$ cat src/rtl/crb_pkg.sv
package crb_pkg;
   // Access kind of a decoded bus address within one word.
   typedef enum logic [1:0] {
      ACC_NONE = 2'd0,
      ACC_SET  = 2'd1,
      ACC_CLR  = 2'd2
   } crb_acc_e;

   // Power-on stored value of clock words: stopped unless in the run mask.
   function automatic logic [127:0] crb_clk_por(input logic [127:0] inv_mask,
                                                input logic [127:0] run_mask);
      return ~inv_mask ^ run_mask;
   endfunction
endpackage

$ cat src/rtl/crb_word.sv
module crb_word
   import crb_pkg::*;
#(
   parameter int ADDR_W    = 12,
   parameter int DATA_W    = 32,
   parameter int BASE      = 'h40,
   parameter int ALIAS_OFF = 4,
   parameter logic [DATA_W-1:0] POR_VAL = '1
) (
   input  logic              clk,
   input  logic              rst_n,
   input  logic [ADDR_W-1:0] addr,
   input  logic              we,
   input  logic [DATA_W-1:0] wdata,
   output logic [DATA_W-1:0] q,
   output logic              rd_hit
);
   localparam logic [ADDR_W-1:0] SET_A = ADDR_W'(BASE);
   localparam logic [ADDR_W-1:0] CLR_A = ADDR_W'(BASE + ALIAS_OFF);

   crb_acc_e acc;

   always_comb begin
      if (addr == SET_A)      acc = ACC_SET;
      else if (addr == CLR_A) acc = ACC_CLR;
      else                    acc = ACC_NONE;
   end

   assign rd_hit = (acc != ACC_NONE);

   always_ff @(posedge clk or negedge rst_n) begin
      if (!rst_n) begin
         q <= POR_VAL;
      end else if (we) begin
         case (acc)
            ACC_SET: q <= q | wdata;
            ACC_CLR: q <= q & ~wdata;
            default: q <= q;
         endcase
      end
   end
endmodule

$ cat src/rtl/crb_rdmux.sv
module crb_rdmux #(
   parameter int DATA_W = 32,
   parameter int NWORDS = 4
) (
   input  logic [NWORDS-1:0]             hit,
   input  logic [NWORDS-1:0][DATA_W-1:0] words,
   output logic [DATA_W-1:0]             rdata
);
   // Decodes are mutually exclusive, so an AND-OR tree is enough.
   always_comb begin
      rdata = '0;
      for (int k = 0; k < NWORDS; k++) begin
         rdata = rdata | (words[k] & {DATA_W{hit[k]}});
      end
   end
endmodule

$ cat src/rtl/crb_polarity.sv
module crb_polarity #(
   parameter int WIDTH = 64,
   parameter logic [WIDTH-1:0] INV_MASK = '0
) (
   input  logic [WIDTH-1:0] stop_q,
   output logic [WIDTH-1:0] en
);
   for (genvar i = 0; i < WIDTH; i++) begin : g_line
      if (INV_MASK[i]) begin : g_direct
         assign en[i] = stop_q[i];
      end else begin : g_negate
         assign en[i] = ~stop_q[i];
      end
   end
endmodule

$ cat src/rtl/clkrst_regbank.sv
module clkrst_regbank
   import crb_pkg::*;
#(
   parameter int ADDR_W      = 12,
   parameter int DATA_W      = 32,
   parameter int BANKS       = 2,
   parameter int RST_BASE    = 'h040,
   parameter int CLK_BASE    = 'h080,
   parameter int BANK_STRIDE = 'h10,
   parameter int ALIAS_OFF   = 4,
   parameter logic [BANKS*DATA_W-1:0] CLK_INV_MASK = 64'h0000_0000_0000_4000,
   parameter logic [BANKS*DATA_W-1:0] CLK_RUN_MASK = 64'h0000_0004_0000_0041
) (
   input  logic                    clk,
   input  logic                    rst_n,
   input  logic [ADDR_W-1:0]       bus_addr,
   input  logic                    bus_we,
   input  logic [DATA_W-1:0]       bus_wdata,
   output logic [DATA_W-1:0]       bus_rdata,
   output logic [BANKS*DATA_W-1:0] periph_rst_o,
   output logic [BANKS*DATA_W-1:0] clk_en_o
);
   localparam int LINES  = BANKS * DATA_W;
   localparam int NWORDS = 2 * BANKS;
   localparam int SPAN   = BANKS * BANK_STRIDE;
   localparam logic [127:0] CLK_POR =
      crb_clk_por(128'(CLK_INV_MASK), 128'(CLK_RUN_MASK));

   // Elaboration-time parameter checks
   if (ALIAS_OFF <= 0 || ALIAS_OFF >= BANK_STRIDE) begin : g_bad_alias
      $error("alias offset must lie inside one bank stride");
   end
   if (ALIAS_OFF % 4 != 0 || BANK_STRIDE % 4 != 0) begin : g_bad_align
      $error("alias offset and stride must be word aligned");
   end
   if (!((RST_BASE + SPAN <= CLK_BASE) || (CLK_BASE + SPAN <= RST_BASE))) begin : g_overlap
      $error("reset and clock word ranges overlap");
   end
   if (RST_BASE + SPAN > (1 << ADDR_W) || CLK_BASE + SPAN > (1 << ADDR_W)) begin : g_range
      $error("word ranges exceed the address width");
   end
   if (LINES > 128) begin : g_too_wide
      $error("at most 128 lines per group");
   end

   logic [NWORDS-1:0]             hit;
   logic [NWORDS-1:0][DATA_W-1:0] words;
   logic [LINES-1:0]              rst_q;
   logic [LINES-1:0]              stop_q;

   for (genvar b = 0; b < BANKS; b++) begin : g_bank
      crb_word #(
         .ADDR_W   (ADDR_W),
         .DATA_W   (DATA_W),
         .BASE     (RST_BASE + b * BANK_STRIDE),
         .ALIAS_OFF(ALIAS_OFF),
         .POR_VAL  ({DATA_W{1'b1}})
      ) u_rst (
         .clk   (clk),
         .rst_n (rst_n),
         .addr  (bus_addr),
         .we    (bus_we),
         .wdata (bus_wdata),
         .q     (rst_q[b*DATA_W +: DATA_W]),
         .rd_hit(hit[b])
      );

      crb_word #(
         .ADDR_W   (ADDR_W),
         .DATA_W   (DATA_W),
         .BASE     (CLK_BASE + b * BANK_STRIDE),
         .ALIAS_OFF(ALIAS_OFF),
         .POR_VAL  (CLK_POR[b*DATA_W +: DATA_W])
      ) u_clk (
         .clk   (clk),
         .rst_n (rst_n),
         .addr  (bus_addr),
         .we    (bus_we),
         .wdata (bus_wdata),
         .q     (stop_q[b*DATA_W +: DATA_W]),
         .rd_hit(hit[BANKS + b])
      );

      assign words[b]         = rst_q[b*DATA_W +: DATA_W];
      assign words[BANKS + b] = stop_q[b*DATA_W +: DATA_W];
   end

   crb_rdmux #(
      .DATA_W(DATA_W),
      .NWORDS(NWORDS)
   ) u_rdmux (
      .hit  (hit),
      .words(words),
      .rdata(bus_rdata)
   );

   crb_polarity #(
      .WIDTH   (LINES),
      .INV_MASK(CLK_INV_MASK)
   ) u_pol (
      .stop_q(stop_q),
      .en    (clk_en_o)
   );

   assign periph_rst_o = rst_q;
endmodule

$ cat config.mk
export PLATFORM = sky130hd
export DESIGN_NAME = clkrst_regbank
export DESIGN_NICKNAME = d
export VERILOG_FILES = /design/src/rtl/crb_pkg.sv /design/src/rtl/crb_word.sv /design/src/rtl/crb_rdmux.sv /design/src/rtl/crb_polarity.sv /design/src/rtl/clkrst_regbank.sv
export SDC_FILE = /design/constraint.sdc
export NUM_CORES = 1
export LEC_CHECK = 0
export CAP_MARGIN = 20
export CORE_MARGIN = 1.5
export CORE_UTILIZATION = 36
export DETAILED_ROUTE_END_ITERATION = 10
export GPL_TIMING_DRIVEN = 0
export HOLD_SLACK_MARGIN = 0.05
export PLACE_DENSITY_LB_ADDON = 0.05
export SKIP_LAST_GASP = 1
export SYNTH_ARGS = -nofsm -noshare
export SYNTH_HDL_FRONTEND = slang
export SYNTH_SLANG_ARGS = --single-unit
$ cat constraint.sdc
create_clock -name clk -period 5.32 [get_ports clk]
set_clock_uncertainty 0.1 [all_clocks]
set_input_delay 1.064 -clock clk [delete_from_list [all_inputs] [get_ports clk]]
set_output_delay 1.064 -clock clk [all_outputs]
set_load 0.1 [all_outputs]
# Word-level counts from Yosys, hierarchy flattened
# Index checks and enable logic that the tools add are counted.
[word_totals] regBits=128 output_inout_bits=160 word_cells=123 input_bits=47
[op_classes] mux=12 n_reduce_logical=12 eq_ne=16 bitwise_logic=79
[op_table] operator="$and 32x32->32" count=8
[op_table] operator="$pmux 32 s2" count=4
[op_table] operator="$or 32x32->32" count=7
[op_table] operator="$not 1->1" count=63
[op_table] operator="$eq 12x7->1 const B" count=4
[op_table] operator="$eq 12x8->1 const B" count=4
[op_table] operator="$not 32->32" count=1
[op_table] operator="$mux 2" count=8
[op_table] operator="$reduce_bool 2->1" count=8
[op_table] operator="$eq 2x1->1 const B" count=4
[op_table] operator="$eq 2x2->1 const B" count=4
[op_table] operator="$reduce_and 2->1" count=4

# Logic depth before layout (Yosys ltp)
[logic_depth] ltp_word=8 mapped_depth=6 mapped_depth_nobuf=3

# Hierarchy
# Synthesis repeated with hierarchy kept, for this count alone.
[unflattened] hier_cells=916 area_unflattened_um2=8554.5
[by_module_without_submodules] mod="crb_word (g_bank[1].u_rst)" seq_area_each_um2=840.8 cells_each=186 area_per_inst_um2=1906.8 n_inst=1
[by_module_without_submodules] mod="crb_word (g_bank[1].u_clk)" seq_area_each_um2=839.6 cells_each=186 area_per_inst_um2=1905.6 n_inst=1
[by_module_without_submodules] mod="crb_word (g_bank[0].u_rst)" seq_area_each_um2=840.8 cells_each=186 area_per_inst_um2=1898.1 n_inst=1
[by_module_without_submodules] mod="crb_word (g_bank[0].u_clk)" seq_area_each_um2=837.1 cells_each=186 area_per_inst_um2=1894.3 n_inst=1
[by_module_without_submodules] mod="crb_rdmux" seq_area_each_um2=0.0 cells_each=108 area_per_inst_um2=705.7 n_inst=1
[by_module_without_submodules] mod="crb_polarity" seq_area_each_um2=0.0 cells_each=64 area_per_inst_um2=244.0 n_inst=1

# Worst setup path before layout
# Ideal clock, no wire load.
[synth_path] kind="input -> output" from="input port bus_addr[4]" to="output port bus_rdata[14]" path_slack_ns=0.336 t_arrival_ns=3.820 required_time_ns=4.156 cell_stages=6 path_buffers=3 path_cell_list="clkbuf_1 -> or4b_2 -> buf_2 -> buf_2 -> o22a_1 -> o2bb2ai_1"
[synth_between] elab_chain_len=8 word_cells_on_any_way=27 classes_between="eq/ne: 8; mux: 8; bitwise: 7; reduce/logical: 4"
[synth_rtl] item="start, declared" line_no="clkrst_regbank.sv:16" rtl="input logic [ADDR_W-1:0] bus_addr,"
[synth_rtl] item="$eq 12x7->1" line_no="crb_word.sv:25" rtl="else if (addr == CLR_A) acc = ACC_CLR;"
[synth_rtl] item="$mux 2" line_no="crb_word.sv:25"
[synth_rtl] item="$mux 2" line_no="crb_word.sv:24" rtl="if (addr == SET_A) acc = ACC_SET;"
[synth_rtl] item="$reduce_bool 2->1" line_no="crb_word.sv:29" rtl="assign rd_hit = (acc != ACC_NONE);"
[synth_rtl] item="$and 32x32->32" line_no="crb_rdmux.sv:13" rtl="rdata = rdata | (words[k] & {DATA_W{hit[k]}});"
[synth_rtl] item="$or 32x32->32 (2 in a row)" line_no="crb_rdmux.sv:13"
[synth_rtl] item="$or 32x32->32 *" line_no="crb_rdmux.sv:13"
[synth_rtl] item="end, declared" line_no="clkrst_regbank.sv:19" rtl="output logic [DATA_W-1:0] bus_rdata,"
# Mark *: on every way between the ends. The rest lies on a longest branch, timed or not.

# Final worst setup path
[layout_path] from="input port bus_addr[6]" to="output port bus_rdata[31]"
# Same word-level chain as after synthesis.

==> reports/results.ini <==
[outcome]
outcome = completed

[yosys]
synth_most_common_cell = dfstp_2
syn_avg_cell_area_um2 = 10.0
synth-edff-count = 0
synth_top_area_cell = dfstp_2
yosysTopAreaCellShare_pct = 42.9
async_reset_ff_share_pct = 100
syn-cell-area_mm2 = 0.00759
ys_warn_count = 0
synth_nets = 805
synth_ff_type = dfstp_2
synth_seq_area_share_pct = 44.2
ys_top_cells_by_count = dfstp_2, o41ai_1, mux2i_1
ys_seq_elements = 128
synth_area_leaders = dfstp_2, mux2i_1, o41ai_1
ys_types = 27
syn_inst = 758

[global_routing]
use_met1_pct = 39.4
use_met3_pct = 5.28
grt_pass1_vias = 7865
grt_pass1_wl_um = 48000
antenna_found_initial = 0
use_met2_pct = 46.4
grt_start_max_net_pins = 91
overflow = 0
grt_usage_pct = 29.1
top_usage_layer = met2

[layout]
drive_gt1_share_pct = 20.4
final_util_pct = 51.9
diodes = 0
fin_nets = 1028
area_delta_synth_final_pct = 39.6

[clock_tree]
cts_setup_buffers = 0
clock_latency_ps = 420
path_clk_slew_ps = 60
cts_tree = done
htree_levels = 4
clk_path_buf_depth = 2
cts_hold_buf = 0
cts-buffers-inserted = 17
clock-sinks = 128
root_buffer = clkbuf_16

[setup_path]
path_max_fanout = 10
arrival_ps = 4080
crit_required_ps = 4160
cp-end-kind = output port
path_class = primary input to output port
cp-start-kind = primary input

[die]
die_w_um = 148
core-area_mm2 = 0.0204
start_util_pct = 37.2
ios = 207
fp.dieH_um = 148
die-area_mm2 = 0.0220
row_count = 52

[detailed_routing]
ant_nets = 0
viasPerCell = 6.03
drc = 0
dr_total_vias = 7622
drtIter0Drc = 857
drt_wl_total_um = 32000
dr.pass1.iters = 6
routedWlPerCell_um = 25.4

[place]
io_buffers = 203
place.gp.congestion = 0.872
hpwl_um = 22700
pre_cts_ws_ps = -617

[power]
p_leak_nw = 3.80
peakVddDrop_uv = 208
p_per_area_mw_per_mm2 = 228

[sta]
maxSlewHeadroom_pct = 25.9
slew_viol_final = 0
layout_setup_ws_ps = 75.2
finalHoldViolations = 0
fin_crit_ps = 5240
finalSetupViolations = 0
fin_crit_sh_pct = 98.6
rsz0062_at_grt = false
holdWs_ps = 393
achievable-frequency_mhz = 191
worst_pin_slew_ps = 1110

[run]
maxCapViolCount = 0

[hold_path]
min_path_type = register to register

[cell type report]
class | instances | area (um2)
fill | 1928 | 9830
timing repair buffer | 204 | 2090
clock buffer | 22 | 484
clock inverter | 10 | 85.1
sequential | 128 | 3360
buffer | 107 | 424
multi-input combinational | 458 | 3570
tap | 270 | 338
inverter | 65 | 244
[metal layers]
layer	wire (um)	vias up
met3	2320	51
met5	0	-
met2	14800	386
met1	14000	3752
li1	-	3433
met4	848	0
[worst paths after layout]
check | start | slack (ps) | cells after the start | end
worst max-delay path | bus_addr[6] | 80 | 7 | bus_rdata[31]
worst min-delay path | register | 390 | 2 | register
worst max register to register | register | 4360 | 2 | register
worst min register to register | register | 390 | 2 | register
max in group asynchronous | rst_n | 3870 | 2 | async pin
min in group asynchronous | rst_n | 740 | 1 | async pin
[cells in the final DEF, fill, tap and decap left out, types with 32 or more instances in the layout]
cell,n
inv_1,65
dfstp_2,124
nor4_1,63
mux2i_1,95
nand3_1,32
clkbuf_1,91
nand3b_1,32
clkdlybuf4s50_1,170
nand2_1,33
o41ai_1,99
[what timing repair did]
action                     4_1_cts  5_1_grt
setup endpoints to repair       32       21
pin swaps                        0        0
resized for setup               93        5
[critical path, cell delays in order]
cell and delay [ps]:
clkdlybuf4s50_1 430, or4b_2 680, buf_2 240, buf_2 270
o22ai_1 310, a32o_1 210, dlygate4sd2_1 870
[kinds of logic (layout without fill, tap and decap cells)]
group	Yosys count	count (layout)	synth area share, %
AO/OA/AOI/OAI	194	194	21.4
buffers and inverters	172	408	8.75
AND/OR/NAND/NOR	169	169	13.1
flip-flops	128	128	44.2
multiplexers	95	95	12.5
[report_power, final]
group          switching (W)  leakage, nW  internal, W
sequential        0.00000328         1.33     0.000986
clock               0.000451        0.274     0.000688
combinational       0.000215         2.20    0.0000759
[stage by stage]
step	cell area, um2	total power [W]	std cells	TNS (ps)
2_1_floorplan	7590	0.00115	758	0
3_3_place_gp	9960	0.00129	1231	-100050
3_5_place_dp	9990	0.00129	1232	-16070
4_1_cts	10600	0.00242	1264	-616
5_1_grt	10600	0.00250	1264	0
6_report	10600	0.00242	1264	0
Note: power is estimated with default switching activity, not from simulation.
